$ cat src/rtl/dtmf_pair_decoder.sv
module dtmf_pair_decoder #(
  parameter int CLK_HZ     = 3579545,
  parameter int NCYC       = 4,
  parameter int WIN_PERMIL = 25
) (
  input  logic       clk,
  input  logic       rst_n,
  input  logic       lo_sq,
  input  logic       hi_sq,
  output logic [3:0] code,
  output logic       est
);

  localparam int LO_F [4] = '{697, 770, 852, 941};
  localparam int HI_F [4] = '{1209, 1336, 1477, 1633};

  // period count (cycles) of a tone at f scaled by (1000 + d)/1000
  function automatic int per_lim(input int f, input int d);
    longint num;
    num = longint'(CLK_HZ) * 1000;
    return int'(num / (longint'(f) * longint'(1000 + d)));
  endfunction

  localparam int TOP_LO = per_lim(LO_F[0], -WIN_PERMIL);
  localparam int TOP_HI = per_lim(HI_F[0], -WIN_PERMIL);
  localparam int CW     = $clog2(TOP_LO + 2);
  localparam int RW     = $clog2(NCYC + 1);

  logic [1:0]    sq_in;
  logic [1:0]    rise;
  logic [1:0]    valid;
  logic [2:0]    sh    [2];
  logic [CW-1:0] cnt   [2];
  logic [RW-1:0] run   [2];
  logic [1:0]    cur   [2];
  logic [1:0]    armed;

  assign sq_in = {hi_sq, lo_sq};

  for (genvar g = 0; g < 2; g++) begin : g_grp
    localparam int TOP = (g == 0) ? TOP_LO : TOP_HI;
    logic [3:0] in_win;
    logic       hit;
    logic [1:0] idx;

    for (genvar t = 0; t < 4; t++) begin : g_tone
      localparam int F    = (g == 0) ? LO_F[t] : HI_F[t];
      localparam int LO_B = per_lim(F, WIN_PERMIL);
      localparam int HI_B = per_lim(F, -WIN_PERMIL);
      assign in_win[t] = (cnt[g] >= CW'(LO_B)) && (cnt[g] <= CW'(HI_B));
    end

    assign hit = |in_win;
    assign idx = {in_win[3] | in_win[2], in_win[3] | in_win[1]};

    always_ff @(posedge clk or negedge rst_n)
      if (!rst_n) sh[g] <= '0;
      else        sh[g] <= {sh[g][1:0], sq_in[g]};

    assign rise[g] = sh[g][1] & ~sh[g][2];

    always_ff @(posedge clk or negedge rst_n)
      if (!rst_n) begin
        cnt[g]   <= '0;
        run[g]   <= '0;
        cur[g]   <= '0;
        armed[g] <= 1'b0;
      end else if (rise[g]) begin
        cnt[g]   <= CW'(1);
        armed[g] <= 1'b1;
        if (armed[g] && hit) begin
          if (run[g] != '0 && idx == cur[g]) begin
            if (run[g] < RW'(NCYC)) run[g] <= run[g] + 1'b1;
          end else begin
            run[g] <= RW'(1);
            cur[g] <= idx;
          end
        end else begin
          run[g] <= '0;
        end
      end else begin
        if (cnt[g] <= CW'(TOP)) cnt[g] <= cnt[g] + 1'b1;
        if (cnt[g] >= CW'(TOP)) run[g] <= '0;
      end

    assign valid[g] = (run[g] >= RW'(NCYC));
  end

  logic [3:0] key;
  always_comb begin
    if (cur[1] == 2'd3)
      key = 4'd13 + {2'b00, cur[0]};
    else if (cur[0] == 2'd3)
      key = (cur[1] == 2'd0) ? 4'd11 : (cur[1] == 2'd1) ? 4'd10 : 4'd12;
    else
      key = 4'd3 * {2'b00, cur[0]} + {2'b00, cur[1]} + 4'd1;
  end

  assign est  = &valid;
  assign code = est ? key : 4'd0;

endmodule

$ cat config.mk
export PLATFORM = sky130hd
export DESIGN_NAME = dtmf_pair_decoder
export DESIGN_NICKNAME = d
export VERILOG_FILES = /design/src/rtl/dtmf_pair_decoder.sv
export SDC_FILE = /design/constraint.sdc
export NUM_CORES = 1
export LEC_CHECK = 0
export BUFFER_PORTS_ARGS = -buffer_cell sky130_fd_sc_hd__buf_2
export CORE_AREA = 2 2 83 85
export DETAILED_ROUTE_END_ITERATION = 10
export DIE_AREA = 0 0 85 87
export GPL_ROUTABILITY_DRIVEN = 0
export PLACE_DENSITY = 0.67
export SLEW_MARGIN = 15
export SYNTH_ARGS = -nofsm -noshare
export SYNTH_HDL_FRONTEND = slang
export SYNTH_SLANG_ARGS = --single-unit
$ cat constraint.sdc
create_clock -name clk -period 2.9 [get_ports clk]
set_input_delay 0.145 -clock clk [delete_from_list [all_inputs] [get_ports clk]]
set_output_delay 0.145 -clock clk [all_outputs]
set_load 0.1 [all_outputs]
After elaboration in Yosys (flattened, before gate mapping)
Index checks and enable logic that the tools add are counted.
{ "totals": {"register_bits": 44, "inputBits": 4, "out_inout_bits": 5, "word_cells": 102} }
{ "op_classes": {"addsub": 7, "multipliers": 1, "n_lt_le_gt_ge": 22, "eq_ne": 7, "n_mux": 19, "bitwise": 10, "n_reduce_logical": 26} }
{ "op_table": {"columns": ["cell", "n"], "rows": [
  ["$ge 13x12->1 const B", 6],
  ["$le 13x12->1 const B", 5],
  ["$ge 13x13->1 const B", 4],
  ["$mux 13", 4],
  ["$le 13x13->1 const B", 3],
  ["$mux 3", 12],
  ["$add 13x1->13 const B", 2],
  ["$logic_and 1x1->1", 12],
  ["$mux 4", 3],
  ["$ne 4x3->1 const B", 2],
  ["$reduce_bool 2->1", 4],
  ["$reduce_or 4->1", 2],
  ["$add 3x1->3 const B", 2],
  ["$ge 3x3->1 const B", 2],
  ["$lt 3x3->1 const B", 2],
  ["$reduce_and 2->1", 3],
  ["$reduce_and 3->1", 2],
  ["$reduce_bool 3->1", 2],
  ["$add 3x3->4 const A", 1],
  ["$add 4x1->4 const B", 1],
  ["$add 4x2->4", 1],
  ["$eq 2x2->1", 2],
  ["$eq 2x2->1 const B", 2],
  ["$mul 2x2->4 const A", 1],
  ["other kinds (5)", 12]
]} }

Depth between registers and ports, before layout
Gate-level depths: netlist of run 1.
{ "depth": {"depth_word": 8, "mapped_depth": 10, "ltp_nobuf": 9} }

Worst setup path after synthesis of run 1
No wires, ideal clock.
{ "synth_timing": {"path_kind": "register to output", "start": "register cur[0] in the netlist's numbering", "end": "output code[1]", "arrival_time_ns": 3.060, "slack_ns": -0.305, "stages_incl_launch_ff": 7, "path_cell_list": "dfrtp_1 buf_1 inv_1 ha_1 fa_1 o21ai_0 a21oi_1"} }
{ "synth_via": {"elab_chain_cells": 6, "elab_cells_between_ends": 10, "classes_between": "add/sub: 2; eq/ne: 2; mux: 5; reduce/logical: 1"} }
{ "synth_rtl": {"columns": ["element", "line_no", "rtl"], "rows": [
  ["start: declaration", "35", "logic [1:0] cur [2];"],
  ["start signal: indexed assignment", "76", "cur[g] <= idx;"],
  ["branches (longest 4 deep; another with $add 4x2->4)", null, null],
  ["$mux 4 *", "91", "if (cur[1] == 2'd3)"],
  ["$mux 4 *", "100", "assign code = est ? key : 4'd0;"],
  ["end: declaration", "10", "output logic [3:0] code,"]
]} }
Every way passes the cells marked *.

Final worst setup path of run 1
{ "layout_timing": {"start": "register cur[1] in the netlist's numbering", "end": "output code[2]"} }
Same word-level chain as after synthesis.

==> impl_metrics.py, run 1 <==
metrics = {
    "power_and_ir_drop": {
        "power_per_cell_area_mw_per_mm2": 459,
        "peakVddDrop_mv": 0.245,
        "p_leak_nw": 1.43,
    },
    "yosys": {
        "synthCells": 346,
        "yosysTopAreaCell": "dfrtp_1",
        "ys_seq_area_frac": 0.352,
        "synthesis.area_mm2": 0.00312,
        "yosysWarningCount": 0,
        "synth_top_cell_area_share": 0.352,
        "synth_area_leaders": "dfrtp_1 35%, ha_1 5.6%, nor2_1 4.4%",
        "synthesis.nets": 366,
        "synth_edf_count": 0,
        "ys_types": 73,
        "synthArstFlopShare": 1.00,
        "synth_area_per_cell_um2": 9.03,
        "ys.flop_type": "dfrtp_1",
        "synth-seq-cells": 44,
    },
    "clock_tree": {
        "cts_tree": "done",
        "clockBufferDepth": 2,
        "root_buffer": "clkbuf_8",
        "clk-insertion-delay-late_ns": 0.30,
        "clock_sinks": 44,
        "cts_resized": 0,
        "numCtsBuffers": 5,
        "cts.clk_slew.worst_paths_ns": 0.08,
        "htreeDepth": 2,
    },
    "global_routing": {
        "overflow": 0,
        "antenna_found_initial": 0,
        "grt_max_degree": 45,
        "grt_pass1_vias": 2307,
        "grt_use_total": 0.175,
        "grt_pass1_wl_mm": 10.7,
    },
    "floorplan": {
        "die_h_um": 87,
        "ios": 9,
        "fp.dieW_um": 85,
        "rows": 30,
        "dieArea_mm2": 0.00740,
        "initial_core_util": 0.476,
        "coreArea_mm2": 0.00657,
    },
    "place": {
        "portBuffers": 8,
        "dp.cells": 413,
        "dp_hpwl_mm": 4.11,
    },
    "run_status": {
        "violations": "hold timing",
        "status": "finished, violations left",
    },
    "timing": {
        "finalHoldViolations": 6,
        "relSlewSlack": 0.358,
        "fin_skew_ns": 0.0101,
        "period_share": 0.930,
        "tightest_slew_ns": 0.962,
        "rsz0062_at_grt": "no",
        "final_max_slew_viol_count": 0,
        "min_period_ns": 2.70,
        "setup_viol": 0,
        "hold_ws_ns": -0.00732,
        "setup_tns_ns": 0,
        "fmax_mhz": 371,
    },
    "detailed_routing": {
        "drtIter0Drc": 158,
        "wirelength_mm": 5.84,
        "vias": 2418,
        "drcViolationCount": 0,
        "detail_route.vias_per_cell": 5.72,
        "ant_nets": 0,
        "dr.pass1.iters": 4,
        "wl_per_cell_um": 13.8,
    },
    "cells_and_area": {
        "drive_gt1_frac": 0.117,
        "areaGrowthSynthToFinish_pct": 5.85,
        "stdcell_count": 423,
        "multi_input_area_mm2": 0.00181,
        "fin_nets": 362,
        "n_fill_cell": 603,
        "final_cell_mix": "44 x dfrtp_1, 36 x nor2_1, 21 x inv_1, 18 x nand2_1, 14 x ha_1",
        "antenna_cells": 0,
        "regArea_mm2": 0.00110,
        "layout_commonest_cell": "dfrtp_1",
    },
    "setup_path": {
        "critPathKind": "flop to output pin",
        "setup.worst_path.end_class": "output pin",
        "cp-start-kind": "flop",
        "critPathRequiredTime_ns": 2.76,
        "cp.arrival_ns": 2.55,
        "worst-path-max-fanout": 10,
    },
    "min_path": {
        "hold_path_class": "input pin to async pin",
    },
    "run": {
        "cap_violations": 0,
    },
}
-- logic make-up after synthesis --
| logic type | share of synthesized area |
|---|---|
| adders and majority gates | 0.0689 |
| DFF | 0.352 |
| buffers and inverters | 0.0701 |
| xor gates and xnor gates | 0.0645 |
| and+or+nand+nor | 0.209 |
| AOI/OAI and AO/OA | 0.218 |
| muxes | 0.0172 |
-- worst max-delay path: stages (launching register included) --
cell     delay, ns
dfrtp_1       0.50
fa_1          0.56
fa_1          0.42
xnor2_1       0.13
nor2_1        0.08
a21oi_1       0.06
nor2_2        0.08
buf_2         0.42
-- final cells by class --
| type | count | area share |
|---|---|---|
| multi-input combinational | 254 | 0.549 |
| sequential | 44 | 0.333 |
| tap | 80 | 0.0303 |
| timing repair buffer | 15 | 0.0295 |
| inverter | 22 | 0.0250 |
| clock buffer | 5 | 0.0208 |
| clock inverter | 3 | 0.0129 |
-- path summary, 6_finish.rpt --
path,end,depth (start not counted),from,slack [ns]
max,code[2],7,cur[1],0.20
min,cnt[1],1,rst_n,-0.007
max reg2reg,cur[0],7,cnt[10],0.36
min reg2reg,sh[4],0,sh[3],0.35
max in group asynchronous,run[1],1,rst_n,2.31
min in group clk,sh[4],0,sh[3],0.35
-- through the flow --
stage	util	area, um^2	setup slack, ns	hold WS (ns)	total power, mW
floorplan	-	3130	0.183	-0.151	0.999
finish	0.503	3310	0.203	-0.00732	1.52
detailed placement	0.483	3180	0.394	0.255	1.05
CTS	0.503	3310	0.170	0.0425	1.54
global route	0.503	3310	0.0667	0.0811	1.61
global placement	0.483	3180	0.412	0.254	1.05
-- state kept, by name, summed over array words and instances, names as in the netlist --
name   count
run        6
cnt       26
sh         6
armed      2
cur        4
-- cell usage after synthesis (all sizes together), types with 4 or more instances --
cell type and n:
dfrtp 44, nand4 5, nor3 5, and3 7, or3 6, a31oi 4
nor2 37, or2 6, ha 14, nand2b 8, xnor2 10, a21oi 15
o2111ai 5, buf 15, a211oi 9, o31ai 4, nand3 9, o21ai 16
o211ai 6, clkbuf 11, xor2 13, inv 22, nand2 18
-- per-layer routing --
layer	vias up	GRT usage	wire length [um]
met5	-	0	0
li1	1228	-	-
met4	0	0.0433	39
met1	1142	0.249	2930
met2	44	0.276	2640
met3	4	0.0322	226
-- timing repair --
action	4_1_cts	5_1_grt
hold buffers	2	0
hold endpoints to repair	2	0
buffers inserted	0	0
setup endpoints to repair	0	0
-- power breakdown --
group / internal, mW / switching, mW / leakage (nW) / total (mW)
Clock: 0.255 / 0.221 / 0.0541 / 0.476
Combinational: 0.119 / 0.134 / 0.804 / 0.253
Sequential: 0.665 / 0.123 / 0.574 / 0.788
Total: 1.04 / 0.478 / 1.43 / 1.52
(Power assumes the default switching activity.)
==> inputs of run 2 (changes only) <==
==> constraint.sdc (replaced) <==
create_clock -name clk -period 3.4 [get_ports clk]
set_input_delay 0.17 -clock clk [delete_from_list [all_inputs] [get_ports clk]]
set_output_delay 0.17 -clock clk [all_outputs]
set_load 0.1 [all_outputs]
==> impl_metrics.py, run 2 (synthesis results as in run 1) <==
metrics = {
    "global_routing": {
        "gr-usage-met2": 0.271,
        "top_usage_layer": "met2",
        "grt_max_degree": 45,
        "grt_pass1_wl_mm": 10.9,
        "antenna_found_initial": 0,
        "grt_use_total": 0.179,
        "grtUsageMet1": 0.253,
        "overflow": 0,
        "use_met3": 0.0370,
        "grt_pass1_vias": 2356,
    },
    "setup_path": {
        "cp-start-kind": "flop",
        "critPathRequiredTime_ns": 3.23,
        "worst-path-max-fanout": 10,
        "critPathKind": "flop to output pin",
        "cp.arrival_ns": 2.56,
        "setup.worst_path.end_class": "output pin",
    },
    "clock_tree": {
        "cts.clk_slew.worst_paths_ns": 0.08,
        "clk-insertion-delay-late_ns": 0.29,
        "clockBufferDepth": 2,
        "htreeDepth": 2,
        "clock_sinks": 44,
        "numCtsBuffers": 5,
        "post-cts-setup-buffers": 0,
        "cts_resized": 0,
        "root_buffer": "clkbuf_8",
        "cts_tree": "done",
    },
    "timing": {
        "setup_tns_ns": 0,
        "rsz0062_at_grt": "no",
        "fmax_mhz": 366,
        "relSlewSlack": 0.343,
        "tightest_slew_ns": 0.986,
        "fin_skew_ns": 0.0108,
        "finalHoldViolations": 0,
        "period_share": 0.804,
        "setup_viol": 0,
        "min_period_ns": 2.73,
        "final_max_slew_viol_count": 0,
        "hold_ws_ns": 0.0421,
    },
    "cells_and_area": {
        "largest_reg_flops": 26,
        "fin_nets": 360,
        "antenna_cells": 0,
        "regMostFlops": "cnt",
        "final_cell_mix": "44 x dfrtp_1, 37 x nor2_1, 21 x inv_1, 18 x nand2_1, 14 x ha_1",
        "n_fill_cell": 606,
        "reg_top3": "cnt (26), run (6), sh (6)",
        "layout_commonest_cell": "dfrtp_1",
        "multi_input_area_mm2": 0.00180,
        "drive_gt1_frac": 0.0947,
        "areaGrowthSynthToFinish_pct": 3.68,
        "regArea_mm2": 0.00110,
    },
    "floorplan": {
        "fp.dieW_um": 85,
        "dieArea_mm2": 0.00740,
        "die_h_um": 87,
        "rows": 30,
        "ios": 9,
        "initial_core_util": 0.476,
        "coreArea_mm2": 0.00657,
    },
    "detailed_routing": {
        "wl_per_cell_um": 14.5,
        "ant_nets": 0,
        "vias": 2473,
        "detail_route.vias_per_cell": 5.92,
        "drtIter0Drc": 145,
        "wirelength_mm": 6.04,
        "drcViolationCount": 0,
        "dr.pass1.iters": 4,
    },
    "place": {
        "dp_hpwl_mm": 4.22,
        "portBuffers": 8,
    },
    "min_path": {
        "hold_path_class": "input pin to async pin",
    },
    "run_status": {
        "status": "finished clean",
    },
    "power_and_ir_drop": {
        "power_per_cell_area_mw_per_mm2": 367,
        "peakVddDrop_mv": 0.162,
        "p_leak_nw": 1.40,
    },
    "run": {
        "cap_violations": 0,
    },
}
==> run 2: cell types whose count changed in the layout (fill, tap and decap cells not counted) <==
cell / delta
a21oi_1: +2
clkinvlp_4: -1
clkinv_2: -1
a21oi_2: -2
buf_4: -2
nor2_2: -1
bufinv_16: -1
nor2_1: +1
==> run 2: metrics by stage <==
stage | setup WS (ns) | util | total power [mW] | area (um^2) | cells
floorplan | 0.170 | - | 0.852 | 3120 | 346
global placement | 0.885 | 0.480 | 0.895 | 3150 | 411
detailed placement | 0.840 | 0.480 | 0.899 | 3150 | 411
CTS | 0.641 | 0.493 | 1.20 | 3240 | 418
global route | 0.535 | 0.493 | 1.27 | 3240 | 418
finish | 0.666 | 0.493 | 1.19 | 3240 | 418
==> run 2: final timing paths <==
| path | cells past startpoint | slack (ns) | from | end |
|---|---|---|---|---|
| worst min-delay path | 1 | 0.04 | rst_n | run[0] |
| min in group clk | 0 | 0.35 | sh[3] | sh[4] |
| worst min register to register | 0 | 0.35 | sh[3] | sh[4] |
| worst max register to register | 8 | 0.80 | cnt[14] | run[5] |
| max in group asynchronous | 1 | 2.75 | rst_n | cnt[24] |
| worst max-delay path | 7 | 0.67 | cur[1] | code[2] |
==> run 2: area by class of cell <==
cell class,count,area share
inverter,22,0.0255
tap,80,0.0309
sequential,44,0.340
multi-input combinational,254,0.557
clock buffer,5,0.0212
timing repair buffer,13,0.0255
==> run 2: report_power, final <==
| group | internal [mW] | leakage (nW) | switching, mW |
|---|---|---|---|
| Combinational | 0.0995 | 0.794 | 0.119 |
| Clock | 0.133 | 0.0359 | 0.164 |
| Sequential | 0.567 | 0.574 | 0.107 |
==> run 2: per-layer routing <==
| metal | part of all wire | up-vias | routed length, um |
|---|---|---|---|
| met5 | 0 | - | 0 |
| met4 | 0.017 | 0 | 103 |
| met3 | 0.036 | 12 | 220 |
| met2 | 0.44 | 52 | 2670 |
| met1 | 0.51 | 1188 | 3050 |
| li1 | - | 1221 | - |
==> run 2: what timing repair did <==
action | in CTS | in global routing
setup endpoints to repair | 0 | 0
hold buffers | 2 | 0
hold endpoints to repair | 2 | 0
==> run 2: critical path: stages (launching register included) <==
cell and delay [ns]:
dfrtp_1 0.50, fa_1 0.56, fa_1 0.42, xnor2_1 0.13, nor2_1 0.09, a21oi_1 0.05
nor2_1 0.09, buf_2 0.42
==> inputs of run 3 (changes only) <==
--- a/config.mk
+++ b/config.mk
@@ -5,12 +5,13 @@
 export SDC_FILE = /design/constraint.sdc
 export NUM_CORES = 1
 export LEC_CHECK = 0
+export ABC_AREA = 1
 export BUFFER_PORTS_ARGS = -buffer_cell sky130_fd_sc_hd__buf_2
-export CORE_AREA = 2 2 83 85
+export CORE_AREA = 2 2 87 89
 export DETAILED_ROUTE_END_ITERATION = 10
-export DIE_AREA = 0 0 85 87
+export DIE_AREA = 0 0 89 91
 export GPL_ROUTABILITY_DRIVEN = 0
-export PLACE_DENSITY = 0.67
+export PLACE_DENSITY = 0.71
 export SLEW_MARGIN = 15
 export SYNTH_ARGS = -nofsm -noshare
 export SYNTH_HDL_FRONTEND = slang
==> constraint.sdc (replaced) <==
create_clock -name clk -period 2.5 [get_ports clk]
set_input_delay 0.125 -clock clk [delete_from_list [all_inputs] [get_ports clk]]
set_output_delay 0.125 -clock clk [all_outputs]
set_load 0.1 [all_outputs]
==> impl_metrics.py, run 3 <==
metrics = {
    "run_status": {
        "status": "finished clean",
    },
    "yosys": {
        "synth.most_common_cell": "nand2_1",
        "ys_types": 39,
        "yosysWarningCount": 0,
        "synth_top_cell_area_share": 0.313,
        "synthArstFlopShare": 1.00,
        "ys_seq_area_frac": 0.313,
        "synthesis.nets": 549,
        "yosysTopAreaCell": "dfrtp_1",
        "synth-seq-cells": 44,
        "synth_area_per_cell_um2": 6.65,
        "synth_edf_count": 0,
        "synth_common_cells": "141 x nand2_1, 62 x nor2_1, 61 x inv_1",
        "synthCells": 529,
        "synth_area_leaders": "dfrtp_1 31%, nand2_1 15%, nand3_1 6.7%",
        "synthesis.area_mm2": 0.00352,
        "ys.flop_type": "dfrtp_1",
    },
    "setup_path": {
        "cp.arrival_ns": 2.31,
        "worst-path-max-fanout": 2,
        "cp-start-kind": "flop",
        "critPathKind": "flop to output pin",
        "setup.worst_path.end_class": "output pin",
        "critPathRequiredTime_ns": 2.38,
    },
    "detailed_routing": {
        "vias": 3383,
        "dr.pass1.iters": 5,
        "drtIter0Drc": 194,
        "drcViolationCount": 0,
        "ant_nets": 0,
        "wl_per_cell_um": 12.7,
        "detail_route.vias_per_cell": 5.27,
        "wirelength_mm": 8.17,
    },
    "run": {
        "cap_violations": 0,
    },
    "clock_tree": {
        "numCtsBuffers": 5,
        "root_buffer": "clkbuf_8",
        "clockBufferDepth": 2,
        "clk-insertion-delay-late_ns": 0.30,
        "cts_tree": "done",
        "cts.clk_slew.worst_paths_ns": 0.10,
        "htreeDepth": 2,
        "clock_sinks": 44,
    },
    "power_and_ir_drop": {
        "peakVddDrop_mv": 0.354,
        "power_per_cell_area_mw_per_mm2": 442,
        "total_power_mw": 1.69,
        "p_clk_frac": 0.275,
        "p_leak_nw": 1.80,
        "switching_share": 0.352,
        "switching_power_mw": 0.596,
        "pwr-share-seq": 0.512,
        "pwr-share-comb": 0.213,
        "p_int_mw": 1.09,
    },
    "cells_and_area": {
        "regMostFlops": "cnt",
        "reg_top3": "cnt (26), run (6), sh (6)",
        "areaGrowthSynthToFinish_pct": 8.75,
        "antenna_cells": 0,
        "n_fill_cell": 719,
        "final_cell_mix": "141 x nand2_1, 62 x nor2_1, 61 x inv_1, 47 x nand3_1, 41 x dfrtp_1",
        "drive_gt1_frac": 0.151,
        "layout_commonest_cell": "nand2_1",
        "largest_reg_flops": 26,
        "final_cell_area_mm2": 0.00383,
        "fin_nets": 562,
    },
    "floorplan": {
        "ios": 9,
        "dieArea_mm2": 0.00810,
        "fp.dieW_um": 89,
        "rows": 31,
        "die_h_um": 91,
        "coreArea_mm2": 0.00714,
        "initial_core_util": 0.493,
    },
    "global_routing": {
        "grt_pass1_wl_mm": 14.3,
        "antenna_found_initial": 0,
        "overflow": 0,
        "grt_max_degree": 37,
        "grt_pass1_vias": 3173,
        "grt_use_total": 0.216,
    },
    "place": {
        "portBuffers": 8,
        "postPlaceCellArea_mm2": 0.00368,
        "dp_hpwl_mm": 6.37,
    },
    "timing": {
        "setup_viol": 0,
        "fmax_mhz": 410,
        "finalHoldViolations": 0,
        "min_period_ns": 2.44,
        "period_share": 0.976,
        "fin_skew_ns": 0.0135,
        "setup_tns_ns": 0,
        "rsz0062_at_grt": "yes",
        "relSlewSlack": 0.675,
        "final_max_slew_viol_count": 0,
        "tightest_slew_ns": 0.491,
    },
    "min_path": {
        "hold_path_class": "input pin to async pin",
    },
}
[run 3: stage by stage]
stage,hold slack [ns],std cells,utilization,setup slack (ns)
finish,0.195,642,0.536,0.0606
global route,0.212,642,0.536,-0.00704
CTS,0.197,642,0.536,0.0218
detailed placement,-0.00347,629,0.516,0.306
global placement,-0.00375,629,0.516,0.345
floorplan,-0.171,529,-,-0.115
[run 3: cell families (layout without fill, tap and decap cells)]
logic type | Yosys count | in the layout | synth area share
AO/OA/AOI/OAI | 70 | 70 | 0.111
XOR/XNOR | 2 | 2 | 0.00498
adder cells (fa/ha/maj) | 16 | 16 | 0.0612
buffers and inverters | 80 | 94 | 0.0985
flip-flops | 44 | 44 | 0.313
AND/OR/NAND/NOR | 317 | 317 | 0.411
[run 3: worst max-delay path, stage by stage, from the launching register on]
cell,delay (ns)
dfrtp_2,0.43
fa_2,0.60
fa_2,0.43
o211ai_1,0.27
a21oi_4,0.10
buf_12,0.17
[run 3: cell type report]
type | instances | area [um^2] | share of cell area
timing repair buffer | 16 | 138 | 0.0360
tap | 99 | 124 | 0.0324
clock buffer | 5 | 68.8 | 0.0180
inverter | 70 | 267 | 0.0697
clock inverter | 3 | 23.8 | 0.00621
sequential | 44 | 1100 | 0.289
multi-input combinational | 405 | 2100 | 0.549
[run 3: timing repair]
item | 4_1_cts | 5_1_grt
hold endpoints to repair | 10 | 0
gates resized for setup | 4 | 1
setup buffers | 2 | 0
setup endpoints to repair | 2 | 2
hold buffers | 3 | 0
gates cloned | 0 | 0
pin swaps | 2 | 5
[run 3: worst paths after layout]
| check | slack (ns) | end | startpoint | depth (start not counted) |
|---|---|---|---|---|
| max in group asynchronous | 1.57 | cur[3] | rst_n | 3 |
| hold reg to reg | 0.35 | sh[4] | sh[3] | 0 |
| setup / recovery | 0.06 | code[1] | cur[1] | 5 |
| setup reg to reg | 0.39 | run[5] | cnt[14] | 14 |
| min in group clk | 0.35 | sh[4] | sh[3] | 0 |
| hold / removal | 0.20 | run[0] | rst_n | 2 |
[run 3: per-layer routing]
layer	wire length [um]	part of all wire	global-route usage	vias up
met3	359	0.044	0.0300	17
met1	3660	0.45	0.287	1546
met2	3980	0.49	0.365	90
met5	0	0	0	-
li1	-	-	-	1730
met4	169	0.021	0.0609	0
[run 3: power groups by stage]
stage               clock, mW  combinational, mW  sequential [mW]
global placement            0              0.352            0.875
finish                  0.465              0.360            0.866
CTS                     0.484              0.361            0.866
global route            0.516              0.425            0.878
detailed placement          0              0.356            0.880
floorplan                   0              0.285            0.849
